<file path="config.mk">
export PLATFORM = sky130hd
export DESIGN_NAME = nvm_cmd_status
export DESIGN_NICKNAME = d
export VERILOG_FILES = /design/src/rtl/nvm_stat_pkg.sv /design/src/rtl/nvm_range_hit.sv /design/src/rtl/nvm_launch_gate.sv /design/src/rtl/nvm_fault_irq.sv /design/src/rtl/nvm_cmd_status.sv
export SDC_FILE = /design/constraint.sdc
export NUM_CORES = 1
export LEC_CHECK = 0
export BUFFER_PORTS_ARGS = -buffer_cell sky130_fd_sc_hd__buf_2
export CORE_MARGIN = 4
export CORE_UTILIZATION = 40
export CTS_CLUSTER_DIAMETER = 150
export CTS_CLUSTER_SIZE = 12
export DETAILED_ROUTE_END_ITERATION = 7
export GPL_ROUTABILITY_DRIVEN = 0
export HOLD_SLACK_MARGIN = 0.08
export PLACE_DENSITY_LB_ADDON = 0.2
export SLEW_MARGIN = 20
export SYNTH_ARGS = -nofsm -noshare
export SYNTH_HDL_FRONTEND = slang
export SYNTH_SLANG_ARGS = --single-unit
</file>
<file path="constraint.sdc">
create_clock -name clk -period 2.6 [get_ports clk]
set_clock_uncertainty 0.05 [all_clocks]
set_input_delay 0.26 -clock clk [delete_from_list [all_inputs] [get_ports clk]]
set_output_delay 0.26 -clock clk [all_outputs]
set_load 0.02 [all_outputs]
</file>
<file path="src/rtl/nvm_stat_pkg.sv">
// Package nvm_stat_pkg
// Register addresses and status bit positions shared by the controller,
// its checker and its submodules. Bit positions are fixed because software
// decodes the status byte.
package nvm_stat_pkg;
    localparam int unsigned REG_AW = 3;
    localparam logic [REG_AW-1:0] A_STATUS = 3'd0;
    localparam logic [REG_AW-1:0] A_FEN    = 3'd1;
    localparam logic [REG_AW-1:0] A_FFLAG  = 3'd2;
    localparam logic [REG_AW-1:0] A_LOW    = 3'd3;
    localparam logic [REG_AW-1:0] A_HIGH   = 3'd4;

    localparam int unsigned B_DONE = 7;
    localparam int unsigned B_ACC  = 5;
    localparam int unsigned B_PROT = 4;
    localparam int unsigned B_BUSY = 3;

    localparam int unsigned N_FAULT = 2;
endpackage

</file>
<file path="src/rtl/nvm_range_hit.sv">
// Module nvm_range_hit
// Inclusive window compare: hit when low <= addr <= high.
// Assumes low > high encodes an empty window (never hits).
module nvm_range_hit #(
    parameter int unsigned AW = 8
) (
    input  logic [AW-1:0] addr,
    input  logic [AW-1:0] low,
    input  logic [AW-1:0] high,
    output logic          hit
);
    // Both bound compares are inclusive.
    always_comb begin
        hit = (addr >= low) && (addr <= high);
    end
endmodule

</file>
<file path="src/rtl/nvm_launch_gate.sv">
// Module nvm_launch_gate
// Decides the fate of a launch request: accept, reject with access error,
// or reject with protection violation. Purely combinational. Uses only the
// flag values held before the current write.
module nvm_launch_gate #(
    parameter int unsigned AW = 8
) (
    input  logic          req,
    input  logic          done_flag,
    input  logic          acc_flag,
    input  logic          prot_flag,
    input  logic          illegal,
    input  logic          modify,
    input  logic [AW-1:0] addr,
    input  logic [AW-1:0] low,
    input  logic [AW-1:0] high,
    output logic          accept,
    output logic          rej_acc,
    output logic          rej_prot
);
    logic hit;
    logic eligible;

    nvm_range_hit #(.AW(AW)) u_hit (
        .addr (addr),
        .low  (low),
        .high (high),
        .hit  (hit)
    );

    // Classify the request by priority: illegal code, then protection.
    always_comb begin
        eligible = req && done_flag && !acc_flag && !prot_flag;
        rej_acc  = eligible && illegal;
        rej_prot = eligible && !illegal && modify && hit;
        accept   = eligible && !illegal && !(modify && hit);
    end
endmodule

</file>
<file path="src/rtl/nvm_fault_irq.sv">
// Module nvm_fault_irq
// Sticky fault flags with write-one-to-clear and per-flag interrupt enables.
// Assumes the caller decodes the enable and flag register writes. A set
// event wins over a clear in the same cycle.
module nvm_fault_irq #(
    parameter int unsigned N = 2
) (
    input  logic         clk,
    input  logic         rst_n,
    input  logic [N-1:0] evt,
    input  logic         wr_en,
    input  logic         wr_flag,
    input  logic [N-1:0] wdata,
    output logic [N-1:0] en_q,
    output logic [N-1:0] flag_q,
    output logic [N-1:0] irq
);
    for (genvar i = 0; i < N; i++) begin : g_fault
        // Hold the flag and the enable for fault source i.
        always_ff @(posedge clk) begin
            if (!rst_n) begin
                flag_q[i] <= 1'b0;
                en_q[i]   <= 1'b0;
            end else begin
                if (evt[i])
                    flag_q[i] <= 1'b1;
                else if (wr_flag && wdata[i])
                    flag_q[i] <= 1'b0;
                if (wr_en)
                    en_q[i] <= wdata[i];
            end
        end

        // Raise the interrupt request while flag and enable are both set.
        always_comb begin
            irq[i] = flag_q[i] && en_q[i];
        end
    end
endmodule

</file>
<file path="src/rtl/nvm_cmd_status.sv">
// Module nvm_cmd_status
// Status register and launch interlock for a nonvolatile memory command
// engine. Assumes the engine pulses eng_done once per started command and
// that reads are combinational from reg_addr.
module nvm_cmd_status
    import nvm_stat_pkg::*;
#(
    parameter int unsigned CMD_AW = 8
) (
    input  logic              clk,
    input  logic              rst_n,
    input  logic [REG_AW-1:0] reg_addr,
    input  logic              reg_wr,
    input  logic [7:0]        reg_wdata,
    output logic [7:0]        reg_rdata,
    output logic              eng_start,
    input  logic              eng_done,
    input  logic              eng_busy,
    input  logic [1:0]        eng_result,
    input  logic              seq_break,
    input  logic              cmd_illegal,
    input  logic              cmd_modify,
    input  logic [CMD_AW-1:0] cmd_addr,
    input  logic              fault_sb,
    input  logic              fault_db,
    output logic              seq_open,
    output logic              irq_sb,
    output logic              irq_db
);
    localparam logic [CMD_AW-1:0] LOW_RST  = '1;
    localparam logic [CMD_AW-1:0] HIGH_RST = '0;

    logic              done_q, acc_q, prot_q, start_q;
    logic [CMD_AW-1:0] low_q, high_q;
    logic              wr_stat, launch_req;
    logic              accept, rej_acc, rej_prot;
    logic [N_FAULT-1:0] fen_w, fflag_w, firq_w;

    // Decode writes to the status byte and detect a launch request.
    always_comb begin
        wr_stat    = reg_wr && (reg_addr == A_STATUS);
        launch_req = wr_stat && reg_wdata[B_DONE];
    end

    nvm_launch_gate #(.AW(CMD_AW)) u_gate (
        .req       (launch_req),
        .done_flag (done_q),
        .acc_flag  (acc_q),
        .prot_flag (prot_q),
        .illegal   (cmd_illegal),
        .modify    (cmd_modify),
        .addr      (cmd_addr),
        .low       (low_q),
        .high      (high_q),
        .accept    (accept),
        .rej_acc   (rej_acc),
        .rej_prot  (rej_prot)
    );

    // Update the complete flag, the error flags and the start strobe.
    always_ff @(posedge clk) begin
        if (!rst_n) begin
            done_q  <= 1'b1;
            acc_q   <= 1'b0;
            prot_q  <= 1'b0;
            start_q <= 1'b0;
        end else begin
            start_q <= accept;
            if (accept)
                done_q <= 1'b0;
            else if (eng_done)
                done_q <= 1'b1;
            if (seq_break || rej_acc)
                acc_q <= 1'b1;
            else if (wr_stat && reg_wdata[B_ACC])
                acc_q <= 1'b0;
            if (rej_prot)
                prot_q <= 1'b1;
            else if (wr_stat && reg_wdata[B_PROT])
                prot_q <= 1'b0;
        end
    end

    // Hold the protected window bounds.
    always_ff @(posedge clk) begin
        if (!rst_n) begin
            low_q  <= LOW_RST;
            high_q <= HIGH_RST;
        end else if (reg_wr) begin
            if (reg_addr == A_LOW)
                low_q <= reg_wdata[CMD_AW-1:0];
            if (reg_addr == A_HIGH)
                high_q <= reg_wdata[CMD_AW-1:0];
        end
    end

    nvm_fault_irq #(.N(N_FAULT)) u_fault (
        .clk     (clk),
        .rst_n   (rst_n),
        .evt     ({fault_db, fault_sb}),
        .wr_en   (reg_wr && (reg_addr == A_FEN)),
        .wr_flag (reg_wr && (reg_addr == A_FFLAG)),
        .wdata   (reg_wdata[N_FAULT-1:0]),
        .en_q    (fen_w),
        .flag_q  (fflag_w),
        .irq     (firq_w)
    );

    // Drive the engine and interrupt outputs.
    always_comb begin
        eng_start = start_q;
        seq_open  = done_q && !prot_q;
        irq_sb    = firq_w[0];
        irq_db    = firq_w[1];
    end

    // Select read data for the addressed register.
    always_comb begin
        reg_rdata = 8'h00;
        case (reg_addr)
            A_STATUS: reg_rdata = {done_q, 1'b0, acc_q, prot_q, eng_busy, 1'b0, eng_result};
            A_FEN:    reg_rdata[N_FAULT-1:0] = fen_w;
            A_FFLAG:  reg_rdata[N_FAULT-1:0] = fflag_w;
            A_LOW:    reg_rdata[CMD_AW-1:0] = low_q;
            A_HIGH:   reg_rdata[CMD_AW-1:0] = high_q;
            default:  reg_rdata = 8'h00;
        endcase
    end
endmodule

</file>
==> metrics.yaml <==
status: "complete, no violations"
cts.sink_count: 24
synth-edff-count: 0
final_nets: 277
hold_buffers: 0
slew_violations: 0
first_iter_violations: 87
cts_tree: "yes"
fin_setup_tns_ns: 0
fin_total_pwr_uw: 780
final_area_um2: 1810
cp.required_ns: 2.71
min_path_type: "in2reg"
place_area_um2: 1750
rows: 22
grt_first_pass_wirelength_um: 6040
portBuffers: 42
area_delta_synth_final_pct: 19.0
syn-num-nets: 237
hold_viol_final: 0
fp.dieArea_um2: 4850
clk_latency_ns: 0.27
maxCapViolCount: 0
dr.pass1.iters: 5
numCtsBuffers: 3
syn_inst: 190
dp_hpwl_um: 2950
layout-drive-gt1-share_pct: 22.3
yosys_warnings: 0
dieWidth_um: 69.6
avgRoutedWirePerCell_um: 13.0
fmax_mhz: 514
die_h_um: 69.6
min_path_cells: 3
io_pins: 43
critical_path_class: "reg2reg"
num_antenna_cells: 0
cp-start-kind: "flop"
swShare_pct: 26.4
synth_top_area_share_pct: 31.6
synth-seq-cells: 24
grt_pass1_vias: 1271
p_leak_nw: 0.830
cts_buffer_depth: 2
place_ws_ns: 0.650
p_int_uw: 574
clkPwrFrac_pct: 32.5
finalSetupViolCount: 0
rsz0062_at_grt: "no"
cp_data_arrival_time_ns: 2.05
antenna_found_initial: 0
synthesis.area_um2: 1520
ant_nets: 0
p_seq_share_pct: 49.4
netlist_top_cells_area: "dfxtp_1 32%, ha_1 13%, nand2_1 9.1%"
start_util_pct: 41.5
ys_seq_area_share_pct: 31.6
drc: 0
grt_max_degree: 17
worst_r2r_path_depth: 7
synthFlopType: "dfxtp_1"
grtUsageTotal_pct: 15.4
min_period_ns: 1.95
cts-root-buf: "clkbuf_8"
vias: 1396
slew_headroom_pct: 61.0
syn_avg_cell_area_um2: 7.99
timing.hold.ws_ns: 0.147
critical_path.endpoint_type: "flop"
ir_drop_uv: 398
synth.distinct_cells: 39
synth_top_area_cell: "dfxtp_1"
clkTransAtPathRegs_ns: 0.08
h-tree-depth: 1
period_share_pct: 74.8
avgViaCountPerCell: 5.04
worst_slack_ns: 0.654
grt_overflow: 0
core_area_um2: 3660
post_cts_buffers: 0
critPathMaxFanout: 3
switchingPower_uw: 206
p_per_area_nw_per_um2: 431
wl_um: 3600
cts.repair.resized: 0
worst-slew-pin-transition_ns: 0.585
async_reset_ff_share_pct: 0
power_frac_comb_pct: 18.1
[worst max-delay path, stage by stage, from the launching register on]
cell	delay, ns
dfxtp_1	0.36
inv_1	0.07
ha_1	0.28
nor2b_1	0.13
o211a_1	0.20
o31ai_1	0.24
a222oi_1	0.17
o41a_1	0.33
[per-stage QoR]
stage                     cells  util (%)
after global routing        277      49.4
after CTS                   277      49.4
after detailed placement    273      47.9
after floorplan             190         -
after global placement      273      47.9
final                       277      49.4
[cells in the final DEF (no fill, tap or decap), types with 2 or more instances in the layout]
| cell type | n |
|---|---|
| o21ai_0 | 10 |
| ha_1 | 16 |
| a22oi_1 | 4 |
| nor2_1 | 8 |
| nor3b_1 | 3 |
| clkbuf_8 | 4 |
| nor2b_1 | 4 |
| inv_1 | 19 |
| a21oi_1 | 16 |
| o211ai_1 | 7 |
| nand2_1 | 37 |
| dfxtp_1 | 24 |
| nand4_1 | 2 |
| nand3_1 | 3 |
| buf_2 | 42 |
| and2_1 | 3 |
| a22o_1 | 2 |
| mux2i_1 | 5 |
[metal layers]
layer	GRT usage [%]	vias up	share of wire, %
met5	0	-	0
met4	3.19	0	1.0
met3	5.36	6	6.5
met2	24.0	33	44
met1	20.6	618	49
li1	-	739	-
[cells in the mapped netlist, types with 2 or more instances]
cell type	count
inv_1	19
o211ai_1	7
nand3_1	3
a22o_1	2
dfxtp_1	24
nor2_1	8
mux2i_1	5
a21oi_1	16
nor2b_1	4
and2_1	3
nand2_1	37
nand4_1	2
buf_2	2
ha_1	16
o21ai_0	10
nor3b_1	3
a22oi_1	4
clkbuf_1	4
[logic make-up (layout without fill, tap and decap cells)]
logic type	after synthesis	after routing	synth area share, %
simple gates	70	70	23.0
buf+inv	27	66	7.58
flops	24	24	31.6
mux	6	6	4.78
compound gates	47	47	19.9
fa+ha+maj	16	16	13.2
[final timing paths]
path | from | end | slack (ns)
min reg2reg | high_q[7] | high_q[7] | 0.43
max reg2reg | low_q[1] | done_q | 0.65
min | fault_db | u_fault.flag_q[1] | 0.15
max | low_q[1] | done_q | 0.65
[power groups by stage]
| stage | combinational (mW) | sequential [mW] | clock, mW |
|---|---|---|---|
| after floorplan | 0.0909 | 0.392 | 0 |
| after global placement | 0.142 | 0.394 | 0 |
| after detailed placement | 0.142 | 0.394 | 0 |
| after CTS | 0.143 | 0.385 | 0.260 |
| after global routing | 0.160 | 0.387 | 0.276 |
| final | 0.141 | 0.385 | 0.253 |
[layout make-up]
class / count / area [um^2]
fill: 385 / 1850
multi-input combinational: 139 / 923
sequential: 24 / 480
timing repair buffer: 43 / 218
inverter: 19 / 71.3
tap: 48 / 60.1
clock buffer: 4 / 55.1
[flip-flops by register name, summed over array words and instances, names as in the netlist]
name and count:
high_q 8, low_q 8, u_fault.en_q 2, u_fault.flag_q 2
acc_q 1, done_q 1, eng_start 1, prot_q 1
No activity file was read; power rests on OpenSTA's default activity.
